<file path="config.mk">
export PLATFORM = sky130hd
export DESIGN_NAME = curs_sram_loader
export DESIGN_NICKNAME = d
export VERILOG_FILES = /design/src/rtl/cursld_pkg.sv /design/src/rtl/cursld_addr_step.sv /design/src/rtl/cursld_dim_cnt.sv /design/src/rtl/cursld_lane_map.sv /design/src/rtl/curs_sram_loader.sv
export SDC_FILE = /design/constraint.sdc
export NUM_CORES = 1
export LEC_CHECK = 0
export ABC_AREA = 1
export BUFFER_PORTS_ARGS = -buffer_cell sky130_fd_sc_hd__buf_2
export CELL_PAD_IN_SITES_DETAIL_PLACEMENT = 1
export CELL_PAD_IN_SITES_GLOBAL_PLACEMENT = 2
export CORE_ASPECT_RATIO = 0.7
export CORE_MARGIN = 4
export CORE_UTILIZATION = 29
export DETAILED_ROUTE_END_ITERATION = 10
export PLACE_DENSITY_LB_ADDON = 0.1
export SYNTH_ARGS = -nofsm -noshare
export SYNTH_HDL_FRONTEND = slang
export SYNTH_HIERARCHICAL = 1
export SYNTH_SLANG_ARGS = --single-unit
</file>
<file path="constraint.sdc">
create_clock -name clk -period 3.1 [get_ports clk]
set_clock_uncertainty 0.2 [all_clocks]
set_input_delay 0.31 -clock clk [delete_from_list [all_inputs] [get_ports clk]]
set_output_delay 0.31 -clock clk [all_outputs]
set_load 0.01 [all_outputs]
</file>
<file path="src/rtl/cursld_pkg.sv">
package cursld_pkg;

   typedef enum logic [1:0] {
      ST_IDLE = 2'd0,
      ST_LOAD = 2'd1,
      ST_FILL = 2'd2
   } cursld_state_e;

   function automatic logic [31:0] exchange_rb(input logic [31:0] w);
      return {w[31:24], w[7:0], w[15:8], w[23:16]};
   endfunction

endpackage

</file>
<file path="src/rtl/cursld_addr_step.sv">
module cursld_addr_step #(
   parameter int ADDR_W = 16,
   parameter logic [ADDR_W-1:0] BASE_A = 16'h0C00,
   parameter logic [ADDR_W-1:0] BASE_B = 16'h0D00,
   parameter logic [ADDR_W-1:0] JUMP   = 16'h0F00,
   parameter logic [ADDR_W-1:0] MASK   = 16'h30FF
) (
   input  logic              clk,
   input  logic              rst_n,
   input  logic              restart_i,
   input  logic              adv_i,
   output logic [ADDR_W-1:0] addr_o
);

   localparam int SEG_W = 8;
   localparam logic [ADDR_W-1:0] ONE = {{(ADDR_W-1){1'b0}}, 1'b1};

   logic [ADDR_W-1:0] addr_q;
   logic [ADDR_W-1:0] inc;
   logic [ADDR_W-1:0] jumped;
   logic [ADDR_W-1:0] nxt;

   always_comb begin
      inc    = addr_q + ONE;
      jumped = (inc[SEG_W-1:0] == '0) ? (inc + JUMP) : inc;
      nxt    = ((jumped & MASK) == '0) ? BASE_B : jumped;
   end

   always_ff @(posedge clk or negedge rst_n) begin
      if (!rst_n)         addr_q <= BASE_A;
      else if (restart_i) addr_q <= BASE_A;
      else if (adv_i)     addr_q <= nxt;
   end

   assign addr_o = addr_q;

endmodule

</file>
<file path="src/rtl/cursld_dim_cnt.sv">
module cursld_dim_cnt #(
   parameter int DIM_W = 7
) (
   input  logic             clk,
   input  logic             rst_n,
   input  logic             load_i,
   input  logic [DIM_W-1:0] width_i,
   input  logic [DIM_W-1:0] height_i,
   input  logic             adv_i,
   output logic             last_o
);

   localparam logic [DIM_W-1:0] ONE = {{(DIM_W-1){1'b0}}, 1'b1};

   logic [DIM_W-1:0] w_q, h_q, col_q, row_q;
   logic             col_end, row_end;

   assign col_end = (col_q == w_q - ONE);
   assign row_end = (row_q == h_q - ONE);
   assign last_o  = col_end && row_end;

   always_ff @(posedge clk or negedge rst_n) begin
      if (!rst_n) begin
         w_q   <= '0;
         h_q   <= '0;
         col_q <= '0;
         row_q <= '0;
      end else if (load_i) begin
         w_q   <= width_i;
         h_q   <= height_i;
         col_q <= '0;
         row_q <= '0;
      end else if (adv_i) begin
         if (col_end) begin
            col_q <= '0;
            row_q <= row_q + ONE;
         end else begin
            col_q <= col_q + ONE;
         end
      end
   end

endmodule

</file>
<file path="src/rtl/cursld_lane_map.sv">
module cursld_lane_map #(
   parameter bit SWAP_RB = 1'b1
) (
   input  logic [31:0] pix_i,
   output logic [31:0] word_o
);
   import cursld_pkg::*;

   generate
      if (SWAP_RB) begin : g_swap
         assign word_o = exchange_rb(pix_i);
      end else begin : g_pass
         assign word_o = pix_i;
      end
   endgenerate

endmodule

</file>
<file path="src/rtl/curs_sram_loader.sv">
module curs_sram_loader #(
   parameter int ADDR_W = 16,
   parameter int DIM_W  = 7,
   parameter int FILL_AW = 8,
   parameter logic [ADDR_W-1:0] BANK_A_BASE = 16'h0C00,
   parameter logic [ADDR_W-1:0] BANK_B_BASE = 16'h0D00,
   parameter logic [ADDR_W-1:0] WRAP_JUMP   = 16'h0F00,
   parameter logic [ADDR_W-1:0] BANK_MASK   = 16'h30FF,
   parameter logic [31:0]       FILL_WORD   = 32'h5555_5555,
   parameter bit SWAP_RB = 1'b1
) (
   input  logic              clk,
   input  logic              rst_n,
   input  logic              start_i,
   input  logic              init_i,
   input  logic [DIM_W-1:0]  width_i,
   input  logic [DIM_W-1:0]  height_i,
   input  logic              pix_valid_i,
   input  logic [31:0]       pix_data_i,
   output logic              pix_ready_o,
   output logic              wr_en_o,
   output logic              wr_tran_o,
   output logic [ADDR_W-1:0] wr_addr_o,
   output logic [31:0]       wr_data_o,
   output logic              busy_o,
   output logic              done_o
);
   import cursld_pkg::*;

   localparam logic [FILL_AW-1:0] FILL_LAST = {FILL_AW{1'b1}};
   localparam logic [FILL_AW-1:0] FILL_ONE  = {{(FILL_AW-1){1'b0}}, 1'b1};

   generate
      if (ADDR_W < 14 || ADDR_W > 32) begin : g_bad_aw
         $error("ADDR_W must lie in 14..32");
      end
      if (DIM_W < 1 || DIM_W > 12) begin : g_bad_dim
         $error("DIM_W must lie in 1..12");
      end
      if (FILL_AW < 1 || FILL_AW > ADDR_W) begin : g_bad_fill
         $error("FILL_AW must lie in 1..ADDR_W");
      end
      if (BANK_B_BASE[7:0] != 8'h00) begin : g_bad_bankb
         $error("BANK_B_BASE must be segment aligned");
      end
   endgenerate

   cursld_state_e state_q, state_d;
   logic [FILL_AW-1:0] fill_idx_q;
   logic [ADDR_W-1:0]  bmp_addr;
   logic [31:0]        mapped;
   logic               bmp_last;
   logic               zero_size;
   logic               beat;
   logic               fill_go;
   logic               fill_end;
   logic               done_d;

   assign zero_size = (width_i == '0) || (height_i == '0);
   assign beat      = (state_q == ST_LOAD) && pix_valid_i;
   assign fill_go   = init_i && !start_i;
   assign fill_end  = (state_q == ST_FILL) && (fill_idx_q == FILL_LAST);

   cursld_addr_step #(
      .ADDR_W (ADDR_W),
      .BASE_A (BANK_A_BASE),
      .BASE_B (BANK_B_BASE),
      .JUMP   (WRAP_JUMP),
      .MASK   (BANK_MASK)
   ) u_addr (
      .clk       (clk),
      .rst_n     (rst_n),
      .restart_i (start_i),
      .adv_i     (beat && !start_i),
      .addr_o    (bmp_addr)
   );

   cursld_dim_cnt #(
      .DIM_W (DIM_W)
   ) u_dim (
      .clk      (clk),
      .rst_n    (rst_n),
      .load_i   (start_i),
      .width_i  (width_i),
      .height_i (height_i),
      .adv_i    (beat && !start_i),
      .last_o   (bmp_last)
   );

   cursld_lane_map #(
      .SWAP_RB (SWAP_RB)
   ) u_lane (
      .pix_i  (pix_data_i),
      .word_o (mapped)
   );

   always_comb begin
      state_d = state_q;
      done_d  = 1'b0;
      if (start_i) begin
         state_d = zero_size ? ST_IDLE : ST_LOAD;
         done_d  = zero_size;
      end else if (fill_go) begin
         state_d = ST_FILL;
      end else begin
         unique case (state_q)
            ST_LOAD: if (beat && bmp_last) begin
               state_d = ST_IDLE;
               done_d  = 1'b1;
            end
            ST_FILL: if (fill_end) begin
               state_d = ST_IDLE;
               done_d  = 1'b1;
            end
            default: state_d = ST_IDLE;
         endcase
      end
   end

   always_ff @(posedge clk or negedge rst_n) begin
      if (!rst_n) begin
         state_q    <= ST_IDLE;
         fill_idx_q <= '0;
         done_o     <= 1'b0;
      end else begin
         state_q <= state_d;
         done_o  <= done_d;
         if (fill_go)                 fill_idx_q <= '0;
         else if (state_q == ST_FILL) fill_idx_q <= fill_idx_q + FILL_ONE;
      end
   end

   assign pix_ready_o = (state_q == ST_LOAD);
   assign busy_o      = (state_q != ST_IDLE);
   assign wr_tran_o   = (state_q == ST_FILL);
   assign wr_en_o     = beat || wr_tran_o;
   assign wr_addr_o   = wr_tran_o ? {{(ADDR_W-FILL_AW){1'b0}}, fill_idx_q} : bmp_addr;
   assign wr_data_o   = wr_tran_o ? FILL_WORD : mapped;

endmodule

</file>
==> results.sh <==
export IMPL_post_route_min_period_ps=2580
export IMPL_floorplan_io_pins=104
export IMPL_cp_data_required_time_ps=3130
export IMPL_routed_via_count=4121
export IMPL_tightestPinTransition_ps=710
export IMPL_crit_type="reg2reg"
export IMPL_ys_top_cells_by_area="sky130_fd_sc_hd__dfrtp_1 30%, sky130_fd_sc_hd__nand2_1 15%, sky130_fd_sc_hd__inv_1 7.1%"
export IMPL_cts_hold_buf=1
export IMPL_hpwlAfterDp_um=10500
export IMPL_synth_top_area_share=0.304
export IMPL_critical_path_top_delay_family="simple AND/OR/NAND/NOR gates"
export IMPL_fmaxAchievable_ghz=0.388
export IMPL_cts_resized=0
export IMPL_dpl_worst_slack_ps=520
export IMPL_use_met2=0.236
export IMPL_p_per_area_nw_per_um2=382
export IMPL_worst_slack_ps=520
export IMPL_viasPerCell=4.53
export IMPL_drv_cap=0
export IMPL_cts_buffers=5
export IMPL_cp_cell_sequence="ha_1 -> nand2_1 -> nor2_4 -> nand2_1 -> nand2_2 -> nand3_1 -> nor2_4 -> nand3_1 -> nand2_1 -> nand2_2 -> nand2_4 -> nand2_8 -> o21ai_2"
export IMPL_ys_warnings_count=6
export IMPL_firstDrtPassIters=4
export IMPL_post_cts_setup_buffers=0
export IMPL_post_route_ant_nets=0
export IMPL_design_core_area_um2=14700
export IMPL_synth_edff_count=0
export IMPL_synth_top_flop_cell="sky130_fd_sc_hd__dfrtp_1"
export IMPL_numPortBuffers=103
export IMPL_grt_busiest_layer="met2"
export IMPL_grt_first_pass_wirelength_um=21600
export IMPL_p_leak_nw=2.66
export IMPL_r2r_start="u_addr/addr_o[1]"
export IMPL_drt_initial_drc_count=218
export IMPL_worstSetupEndpointType="register"
export IMPL_post_route_period_util=0.832
export IMPL_average_size_of_a_mapped_cell_um2=6.80
export IMPL_reg2reg_slack_ps=520
export IMPL_cts_root_to_sink_buffers=2
export IMPL_worst_hold_path_type="in2reg"
export IMPL_number_of_synthesized_register_bits=55
export IMPL_timing_hold_worst_path_depth=3
export IMPL_ys_async_sr_fraction=1.00
export IMPL_crit_path_max_fanout=12
export IMPL_critPathSlowestCell="sky130_fd_sc_hd__dfrtp_1"
export IMPL_number_of_cell_instances_on_the_worst_register_to_register_path=13
export IMPL_antenna_violations_before_repair=0
export IMPL_synthDistinctLibCells=39
export IMPL_htree_levels=2
export IMPL_route_final_wire_length_um=13200
export IMPL_max_slew_margin_rel=0.527
export IMPL_timing_rr_end="u_addr/addr_o[3]"
export IMPL_post_route_cells_drive_above_1_share=0.264
export IMPL_dieWidth_um=155
export IMPL_result_of_the_run="finished, final reports clean"
export IMPL_cp_common_cell="sky130_fd_sc_hd__nand2_1"
export IMPL_hold_viol=0
export IMPL_pin_count_of_the_biggest_net_entering_global_routing=44
export IMPL_holdCritStartpoint="height_i[1]"
export IMPL_rsz0062_at_grt="no"
export IMPL_flow_area_growth_from_synthesis_pct=15.9
export IMPL_synth_largest_area_cell="sky130_fd_sc_hd__dfrtp_1"
export IMPL_setup_tns_ps=0
export IMPL_insertedDiodeCount=0
export IMPL_num_rows=37
export IMPL_crit_arrival_ps=2610
export IMPL_n_fill_cell=1900
export IMPL_design_die_area_um2=17100
export IMPL_crit_path_start_kind="register"
export IMPL_grt_overflow=0
export IMPL_first_global_vias=4188
export IMPL_cts_root_buf="sky130_fd_sc_hd__clkbuf_16"
export IMPL_post_route_drc_count=0
export IMPL_timing_max_transition_violations_final=0
export IMPL_crit_buf_inv=0
export IMPL_globalRouteMet1Util=0.231
export IMPL_clk_latency_ps=300
export IMPL_groute_usage_overall=0.154
export IMPL_post_synthesis_instance_area_um2=4360
export IMPL_cts_clock_pin_slew_for_the_worst_setup_and_hold_paths_ps=80
export IMPL_synthesis_instances=642
export IMPL_die_height_um=111
export IMPL_post_place_cells=901
export IMPL_place_area_um2=4870
export IMPL_max_vdd_ir_drop_uv=202
export IMPL_layout_nets=775
export IMPL_post_route_cell_area_um2=5050
export IMPL_fin_cells=910
export IMPL_grt_util_met3=0.0247
export IMPL_finalWeightedCongestion=0.862
export IMPL_tritoncts="yes"
export IMPL_clock_sinks=55
export IMPL_max_stage_delay_ps=430
export IMPL_timing_hold_worst_endpoint="u_dim/h_q[1]"
export IMPL_setup_violations_final=0
export IMPL_mappedNetlistNets=703
export IMPL_initial_core_util=0.296
export IMPL_drt_wirelength_per_cell_um=14.5
export IMPL_seq_area_frac_synth=0.316
export IMPL_final_util=0.343
[worst register-to-register path, delay by kind of cell (launching register included)]
family,cells,cell delay [ps]
AND/OR/NAND/NOR,11,1530
AO/OA/AOI/OAI,1,150
adder cells (fa/ha/maj),1,200
flip-flops,1,430
[cell usage in the layout, fill, tap and decap left out, types with 2 or more instances in the layout]
cell,netlist,final
sky130_fd_sc_hd__nand4_1,13,13
sky130_fd_sc_hd__xnor2_1,6,6
sky130_fd_sc_hd__dfstp_2,2,2
sky130_fd_sc_hd__o21ai_2,8,8
sky130_fd_sc_hd__nand3b_1,2,2
sky130_fd_sc_hd__nand2_1,170,170
sky130_fd_sc_hd__nand3_2,5,5
sky130_fd_sc_hd__nand2_4,3,3
sky130_fd_sc_hd__inv_2,6,6
sky130_fd_sc_hd__nand2_2,13,13
sky130_fd_sc_hd__nand3_1,38,38
sky130_fd_sc_hd__buf_4,33,3
sky130_fd_sc_hd__ha_1,10,9
sky130_fd_sc_hd__clkinv_1,2,2
sky130_fd_sc_hd__nor2_1,83,83
sky130_fd_sc_hd__o22ai_1,3,3
sky130_fd_sc_hd__o21ai_0,25,25
sky130_fd_sc_hd__nor2_2,9,9
sky130_fd_sc_hd__dfrtp_1,53,53
sky130_fd_sc_hd__xor2_1,14,14
sky130_fd_sc_hd__buf_2,3,103
sky130_fd_sc_hd__inv_1,83,83
sky130_fd_sc_hd__clkbuf_16,0,5
sky130_fd_sc_hd__inv_4,2,2
sky130_fd_sc_hd__nor2_4,3,3
sky130_fd_sc_hd__or2_2,16,16
sky130_fd_sc_hd__a211oi_1,2,2
sky130_fd_sc_hd__nor3_1,12,12
sky130_fd_sc_hd__a21oi_1,7,7
[area by class of cell]
type                            instances  area [um^2]  area share
Sequential cell                        55         1380       0.273
Timing Repair Buffer                  108          568       0.112
Clock inverter                          2         35.0     0.00693
Clock buffer                            6          139      0.0275
Tap cell                              195          244      0.0483
Multi-Input combinational cell        451         2340       0.462
Inverter                               93          354      0.0700
[cell families after synthesis]
logic type,count (synthesis),share of synthesized area
adders and majority gates,10,0.0287
and+or+nand+nor,372,0.393
DFF,55,0.316
AOI/OAI and AO/OA,49,0.0726
xor gates and xnor gates,20,0.0401
buffers and inverters,136,0.149
[power breakdown]
group          total (mW)  leakage (nW)  internal, mW  switching (mW)
clock               0.683        0.0868         0.403           0.280
sequential          0.812         0.725         0.760          0.0519
combinational       0.434          1.85         0.166           0.268
total                1.93          2.66          1.33           0.600
[cell usage after synthesis (10+ instances only)]
library cell and n:
sky130_fd_sc_hd__nand3_1 38, sky130_fd_sc_hd__buf_4 33, sky130_fd_sc_hd__inv_1 83, sky130_fd_sc_hd__nor2_1 83
sky130_fd_sc_hd__nor3_1 12, sky130_fd_sc_hd__or2_2 16, sky130_fd_sc_hd__xor2_1 14, sky130_fd_sc_hd__nand4_1 13
sky130_fd_sc_hd__nand2_1 170, sky130_fd_sc_hd__o21ai_0 25, sky130_fd_sc_hd__nand2_2 13, sky130_fd_sc_hd__dfrtp_1 53
sky130_fd_sc_hd__ha_1 10
[per-stage QoR]
step	power (mW)	hold slack, ps
2_1_floorplan	1.11	-186
3_3_place_gp	1.26	215
3_5_place_dp	1.27	214
4_1_cts	1.97	22.3
5_1_grt	2.05	45.7
6_report	1.93	34.2
[per-layer routing]
metal,part of all wire,vias up
met4,0.0068,0
met3,0.043,8
li1,-,2099
met2,0.43,78
met1,0.52,1936
met5,0,-
[state kept, by name, indices dropped and copies added, names as in the netlist]
name and flops:
u_dim/h_q 7, done_o 1, u_dim/col_q 7, fill_idx_q 8
state_q 2, u_dim/row_q 7, u_addr/addr_o 16, u_dim/w_q 7
[worst max-delay path by stage]
stage                     cells past startpoint  slack, ps              from                to
final                                        13        520  u_addr/addr_o[1]  u_addr/addr_o[3]
after global routing                         13        300  u_addr/addr_o[1]  u_addr/addr_o[9]
after CTS                                    13        510  u_addr/addr_o[1]  u_addr/addr_o[3]
after detailed placement                     13        520  u_addr/addr_o[1]  u_addr/addr_o[3]
after global placement                       13        610  u_addr/addr_o[1]  u_addr/addr_o[0]
after floorplan                              13        940  u_addr/addr_o[1]  u_addr/addr_o[9]
Note: power is estimated with default switching activity, not from simulation.
